==> config.mk <==
export PLATFORM = sky130hd
export DESIGN_NAME = mwait_wake_ctrl
export DESIGN_NICKNAME = d
export VERILOG_FILES = /design/src/rtl/mwait_wake_pkg.sv /design/src/rtl/mwait_opchk.sv /design/src/rtl/mwait_line_watch.sv /design/src/rtl/mwait_timeout.sv /design/src/rtl/mwait_wake_ctrl.sv
export SDC_FILE = /design/constraint.sdc
export NUM_CORES = 1
export LEC_CHECK = 0
export ABC_AREA = 1
export BUFFER_PORTS_ARGS = -buffer_cell sky130_fd_sc_hd__buf_4
export CORE_UTILIZATION = 30
export CTS_BUF_LIST = sky130_fd_sc_hd__clkbuf_4 sky130_fd_sc_hd__clkbuf_8 sky130_fd_sc_hd__clkbuf_16
export DETAILED_ROUTE_END_ITERATION = 12
export SYNTH_ARGS = -nofsm -noshare
export SYNTH_HDL_FRONTEND = slang
export SYNTH_SLANG_ARGS = --single-unit
==> constraint.sdc <==
create_clock -name clk -period 4.2 [get_ports clk]
set_input_delay 0.42 -clock clk [delete_from_list [all_inputs] [get_ports clk]]
set_output_delay 0.42 -clock clk [all_outputs]
set_load 0.01 [all_outputs]
==> src/rtl/mwait_wake_pkg.sv <==
package mwait_wake_pkg;

   typedef enum logic [1:0] {
      WHY_STORE   = 2'b00,
      WHY_TIMEOUT = 2'b01,
      WHY_IRQ     = 2'b10,
      WHY_IMMED   = 2'b11
   } wake_why_e;

   typedef struct packed {
      logic [3:0] state;
      logic [3:0] sub;
   } hint_dec_t;

endpackage

==> src/rtl/mwait_opchk.sv <==
module mwait_opchk #(
   parameter int EXT_W = 32
) (
   input  logic [EXT_W-1:0]          mon_ext,
   input  logic [EXT_W-1:0]          wait_ext,
   input  logic                      wait_timed,
   input  logic [7:0]                hint,
   output logic                      mon_bad,
   output logic                      wait_bad,
   output mwait_wake_pkg::hint_dec_t hint_dec
);
   generate
      if (EXT_W < 3) begin : g_bad_ext
         $error("mwait_opchk: EXT_W must be at least 3");
      end
   endgenerate

   always_comb begin
      mon_bad        = |mon_ext;
      wait_bad       = (|wait_ext[EXT_W-1:2]) | (~wait_timed & wait_ext[1]);
      hint_dec.state = hint[7:4];
      hint_dec.sub   = hint[3:0];
   end
endmodule

==> src/rtl/mwait_line_watch.sv <==
module mwait_line_watch #(
   parameter int ADDR_W     = 48,
   parameter int LINE_BYTES = 64
) (
   input  logic              clk,
   input  logic              rst_n,
   input  logic              arm,
   input  logic [ADDR_W-1:0] arm_addr,
   input  logic              clear,
   input  logic              st_valid,
   input  logic [ADDR_W-1:0] st_addr,
   output logic              armed,
   output logic              hit_seen,
   output logic              st_hit
);
   localparam int LINE_LSB = $clog2(LINE_BYTES);
   localparam logic [ADDR_W-1:0] TAG_MASK = {ADDR_W{1'b1}} << LINE_LSB;

   generate
      if (LINE_BYTES < 2 || (LINE_BYTES & (LINE_BYTES - 1)) != 0) begin : g_bad_line
         $error("mwait_line_watch: LINE_BYTES must be a power of two");
      end
      if (ADDR_W <= LINE_LSB) begin : g_bad_addr
         $error("mwait_line_watch: ADDR_W too small for LINE_BYTES");
      end
   endgenerate

   logic [ADDR_W-1:0] watch_q;

   assign st_hit = armed & st_valid & (((st_addr ^ watch_q) & TAG_MASK) == '0);

   always_ff @(posedge clk) begin
      if (!rst_n) begin
         armed    <= 1'b0;
         hit_seen <= 1'b0;
         watch_q  <= '0;
      end else if (arm) begin
         armed    <= 1'b1;
         hit_seen <= 1'b0;
         watch_q  <= arm_addr;
      end else if (clear) begin
         armed    <= 1'b0;
         hit_seen <= 1'b0;
      end else if (st_hit) begin
         hit_seen <= 1'b1;
      end
   end
endmodule

==> src/rtl/mwait_timeout.sv <==
module mwait_timeout #(
   parameter int CNT_W = 32
) (
   input  logic             clk,
   input  logic             rst_n,
   input  logic             load,
   input  logic             load_run,
   input  logic [CNT_W-1:0] load_val,
   input  logic             stop,
   output logic             expired
);
   logic             run_q;
   logic [CNT_W-1:0] rem_q;

   assign expired = run_q & (rem_q == '0);

   always_ff @(posedge clk) begin
      if (!rst_n) begin
         run_q <= 1'b0;
         rem_q <= '0;
      end else if (load) begin
         run_q <= load_run;
         rem_q <= load_val;
      end else if (stop) begin
         run_q <= 1'b0;
      end else if (run_q && rem_q != '0) begin
         rem_q <= rem_q - 1'b1;
      end
   end
endmodule

==> src/rtl/mwait_wake_ctrl.sv <==
module mwait_wake_ctrl #(
   parameter int ADDR_W     = 48,
   parameter int EXT_W      = 32,
   parameter int CNT_W      = 32,
   parameter int LINE_BYTES = 64,
   parameter bit TIMER_EN   = 1'b1
) (
   input  logic              clk,
   input  logic              rst_n,
   input  logic              mon_req,
   input  logic [ADDR_W-1:0] mon_addr,
   input  logic [EXT_W-1:0]  mon_ext,
   input  logic              wait_req,
   input  logic              wait_timed,
   input  logic [7:0]        wait_hint,
   input  logic [EXT_W-1:0]  wait_ext,
   input  logic [CNT_W-1:0]  wait_count,
   input  logic              st_valid,
   input  logic [ADDR_W-1:0] st_addr,
   input  logic              irq_pending,
   output logic              armed,
   output logic              waiting,
   output logic [3:0]        tgt_state,
   output logic [3:0]        tgt_substate,
   output logic              wake,
   output logic [1:0]        wake_reason,
   output logic              fault
);
   import mwait_wake_pkg::*;

   logic      mon_bad, wait_bad, hit_seen, st_hit, tmr_expired;
   hint_dec_t hint_dec, hint_q;
   logic      waiting_q, irq_brk_q, wake_q, fault_q;
   wake_why_e why_q, why_d;

   mwait_opchk #(.EXT_W(EXT_W)) u_opchk (
      .mon_ext   (mon_ext),
      .wait_ext  (wait_ext),
      .wait_timed(wait_timed),
      .hint      (wait_hint),
      .mon_bad   (mon_bad),
      .wait_bad  (wait_bad),
      .hint_dec  (hint_dec)
   );

   logic mon_live, wait_live, accept_wait, enter_sleep, immed;
   logic irq_wake, st_wake, to_wake, any_wake, arm;

   assign mon_live    = mon_req & ~waiting_q;
   assign wait_live   = wait_req & ~waiting_q;
   assign accept_wait = wait_live & ~wait_bad;
   assign enter_sleep = accept_wait & armed & ~hit_seen & ~st_hit;
   assign immed       = accept_wait & ~enter_sleep;
   assign irq_wake    = waiting_q & irq_brk_q & irq_pending;
   assign st_wake     = waiting_q & st_hit;
   assign to_wake     = waiting_q & tmr_expired;
   assign any_wake    = irq_wake | st_wake | to_wake | immed;
   assign arm         = mon_live & ~mon_bad;

   mwait_line_watch #(.ADDR_W(ADDR_W), .LINE_BYTES(LINE_BYTES)) u_watch (
      .clk     (clk),
      .rst_n   (rst_n),
      .arm     (arm),
      .arm_addr(mon_addr),
      .clear   (any_wake),
      .st_valid(st_valid),
      .st_addr (st_addr),
      .armed   (armed),
      .hit_seen(hit_seen),
      .st_hit  (st_hit)
   );

   generate
      if (TIMER_EN) begin : g_timer
         mwait_timeout #(.CNT_W(CNT_W)) u_tmr (
            .clk     (clk),
            .rst_n   (rst_n),
            .load    (enter_sleep),
            .load_run(wait_timed & wait_ext[1]),
            .load_val(wait_count),
            .stop    (any_wake),
            .expired (tmr_expired)
         );
      end else begin : g_no_timer
         assign tmr_expired = 1'b0;
      end
   endgenerate

   always_comb begin
      if (immed)         why_d = WHY_IMMED;
      else if (irq_wake) why_d = WHY_IRQ;
      else if (st_wake)  why_d = WHY_STORE;
      else               why_d = WHY_TIMEOUT;
   end

   always_ff @(posedge clk) begin
      if (!rst_n) begin
         waiting_q <= 1'b0;
         irq_brk_q <= 1'b0;
         wake_q    <= 1'b0;
         fault_q   <= 1'b0;
         why_q     <= WHY_STORE;
         hint_q    <= '0;
      end else begin
         wake_q  <= any_wake;
         fault_q <= (mon_live & mon_bad) | (wait_live & wait_bad);
         if (any_wake) why_q <= why_d;
         if (enter_sleep) begin
            waiting_q <= 1'b1;
            irq_brk_q <= wait_ext[0];
            hint_q    <= hint_dec;
         end else if (any_wake) begin
            waiting_q <= 1'b0;
         end
      end
   end

   assign waiting      = waiting_q;
   assign wake         = wake_q;
   assign wake_reason  = why_q;
   assign fault        = fault_q;
   assign tgt_state    = hint_q.state;
   assign tgt_substate = hint_q.sub;
endmodule

==> out/metrics.cfg <==
[worst_setup_path]
r2r-start=u_watch.watch_q[28]
crit_type=reg2reg
crit_arrival_ns=3.15
worst_setup_path_start_kind=flip-flop
cpPeakStageDelay_ns=0.46
r2r_cells=17
worstPathMaxFanout=32
crit_buf_inv=3
critPathSlowestCell=inv_2
crit_required_ns=4.48
cp_num_cells=17
cp_top_family=simple AND/OR/NAND/NOR gates
crit_start=u_watch.watch_q[28]
endpoint_kind=flip-flop
crit_chain=inv_1 -> nand2_1 -> nand2_1 -> nor2_1 -> nand2_1 -> nor2_1 -> nand2_1 -> nor2_2 -> nand2_2 -> nand2_4 -> nand2_2 -> nand3_2 -> buf_4 -> nand2_2 -> inv_2 -> nor2_1 -> nor2_1

[drt]
drc=0
drtPass1Iterations=5
viasPerCell=4.504
num_vias=6369
wl_per_cell_um=12.20
postRouteAntennaNets=0
dr.first_iter.drc_count=254
routed_wl_mm=17.25

[finish]
drive_gt1_frac=0.2195
utilization=0.4144
area.growth.synth_to_final_pct=34.75
antenna_cells=0
fin_nets=1384
final_area_mm2=0.007777

[global_route]
grt_pass1_vias=5824
grt_usage=0.1745
grt_first_pass_wirelength_mm=27.45
gr-total-overflow=0
antenna_found_initial=0
grt_max_degree=84

[timing]
slew_viol_final=0
fin_skew_ns=0.01254
setup_viol=0
worst_slack_ns=1.333
rsz0062_at_grt=no
period_needed_ns=2.867
setup-tns-final_ns=0
fin_crit_sh=0.6827
final_hold_viol_count=0
slew_headroom=0.4157
worstMarginPinSlew_ns=0.8765
clock.fmax_mhz=348.8

[placed_design]
dp_slack_ns=1.134
routabilityCongestion=0.8182
placed_cell_area_mm2=0.007483
io_buffers=208
dpl.hpwl_mm=12.90

[power]
p_total_mw=1.925
power.density_mw_per_mm2=247.5
ir_drop_v=0.0001694
leakage_nw=3.886

[outcome]
status=finished clean

[clocking]
cts_tree=done
cts_root_buf=clkbuf_16
insertion_delay_ns=0.35
ctsResizeCount=0
cts_buffers=9
cts_setup_buffers=0
cts_hold_buffers=0
h-tree-depth=3
cts_sinks=91
clk_path_buf_depth=2
clk_pin_slew_ns=0.07

[die]
start_util=0.3075
core_mm2=0.01877
die_h_um=140.7
fp-row-count=50
pin_count=221
die_width_um=140.7
die_area_mm2=0.01980

[logic_synthesis]
yosysTopAreaCellShare=0.3156
synth_top_family_by_area=simple AND/OR/NAND/NOR gates
yosys.area_share.adder=0.004336
synthMuxAreaShare=0
synth_area_mm2=0.005772
synth_area_per_cell_um2=5.860
ys_types=31
seq_area_frac_synth=0.3156
post_synth_main_area_contributors=dfxtp_1, nand2_1, nor2_1
synth_area_leader_cell=dfxtp_1
synth-seq-cells=91
synth-compound-area-share=0.1047
syn_inst=985
synthSimpleGateAreaFrac=0.4192
synthesis.nets=1194
synth_xor_area_frac=0.04249
ys_warn_count=0

[hold_path]
hold_path_class=in2reg
worstHoldStart=wait_hint[1]
hold_depth=3

[flow_run]
cap_violations=0

power by group:
group	internal [mW]	leakage (nW)	switching, mW	total (mW)
registers	0.863	0.733	0.000146	0.863
logic	0.141	3.00	0.0857	0.227
clock network	0.474	0.150	0.361	0.835
synth_stat cells, drive strengths merged:
cell    number
nand4       12
clkbuf      17
inv        124
and2         5
nor2       198
a21oi       44
o21ai       75
or2          2
xor2        24
xnor2        4
nand3       64
a22o         1
nand2      281
and3         1
nor3         7
ha           2
buf         17
nor4        11
dfxtp       91
clkinv       2
nand3b       3
cells in the final DEF, fill, tap and decap left out, drive strengths merged:
| master | netlist | layout |
|---|---|---|
| a21oi | 44 | 44 |
| a22o | 1 | 1 |
| and2 | 5 | 5 |
| and3 | 1 | 1 |
| buf | 17 | 213 |
| bufinv | 0 | 1 |
| clkbuf | 17 | 11 |
| clkinv | 2 | 6 |
| dfxtp | 91 | 91 |
| ha | 2 | 2 |
| inv | 124 | 124 |
| nand2 | 281 | 281 |
| nand3 | 64 | 64 |
| nand3b | 3 | 3 |
| nand4 | 12 | 12 |
| nor2 | 198 | 198 |
| nor3 | 7 | 7 |
| nor4 | 11 | 11 |
| o21ai | 75 | 75 |
| or2 | 2 | 2 |
| xnor2 | 4 | 4 |
| xor2 | 24 | 24 |
worst paths after layout:
path                                                end  slack, ns
worst max-delay path            g_timer.u_tmr.rem_q[30]       1.33
worst min-delay path                    tgt_substate[1]       0.33
worst min register to register           wake_reason[1]       0.46
worst max register to register  g_timer.u_tmr.rem_q[30]       1.33
metal layers:
layer	share of wire	vias up	track usage
met5	0	-	0
met4	0.018	0	0.06350
met3	0.053	17	0.02582
met2	0.46	187	0.3019
met1	0.47	2730	0.2194
li1	-	3435	-
worst register-to-register path, delay by kind of cell, from the launching register on:
kind,cells,cell delay [ns]
DFF,1,0.33
buffers and inverters,3,0.85
and+or+nand+nor,14,1.62
logic make-up after synthesis:
logic type	Yosys count
fa+ha+maj	2
simple gates	584
buf+inv	160
flops	91
compound gates	120
xor+xnor	28
state kept, by name (all words and copies together), names as in the netlist:
register,cells
g_timer.u_tmr.rem_q,32
fault,1
g_timer.u_tmr.run_q,1
u_watch.armed,1
tgt_state,4
u_watch.hit_seen,1
wake,1
waiting,1
irq_brk_q,1
u_watch.watch_q,42
tgt_substate,4
wake_reason,2
layout make-up:
type / instances / area [um2]
Sequential cell: 91 / 1822
Multi-Input combinational cell: 734 / 3297
Clock inverter: 5 / 53.80
Fill cell: 2078 / 10990
Inverter: 126 / 473.0
Clock buffer: 11 / 240.2
Tap cell: 234 / 292.8
Timing Repair Buffer: 213 / 1599
through the flow:
step	std cells	hold WS (ns)
finish	1414	0.3331
global route	1414	0.3222
CTS	1414	0.3176
detailed placement	1398	0.4494
global placement	1398	0.4365
floorplan	985	0.4362
Power figures use the tool's default switching activity.
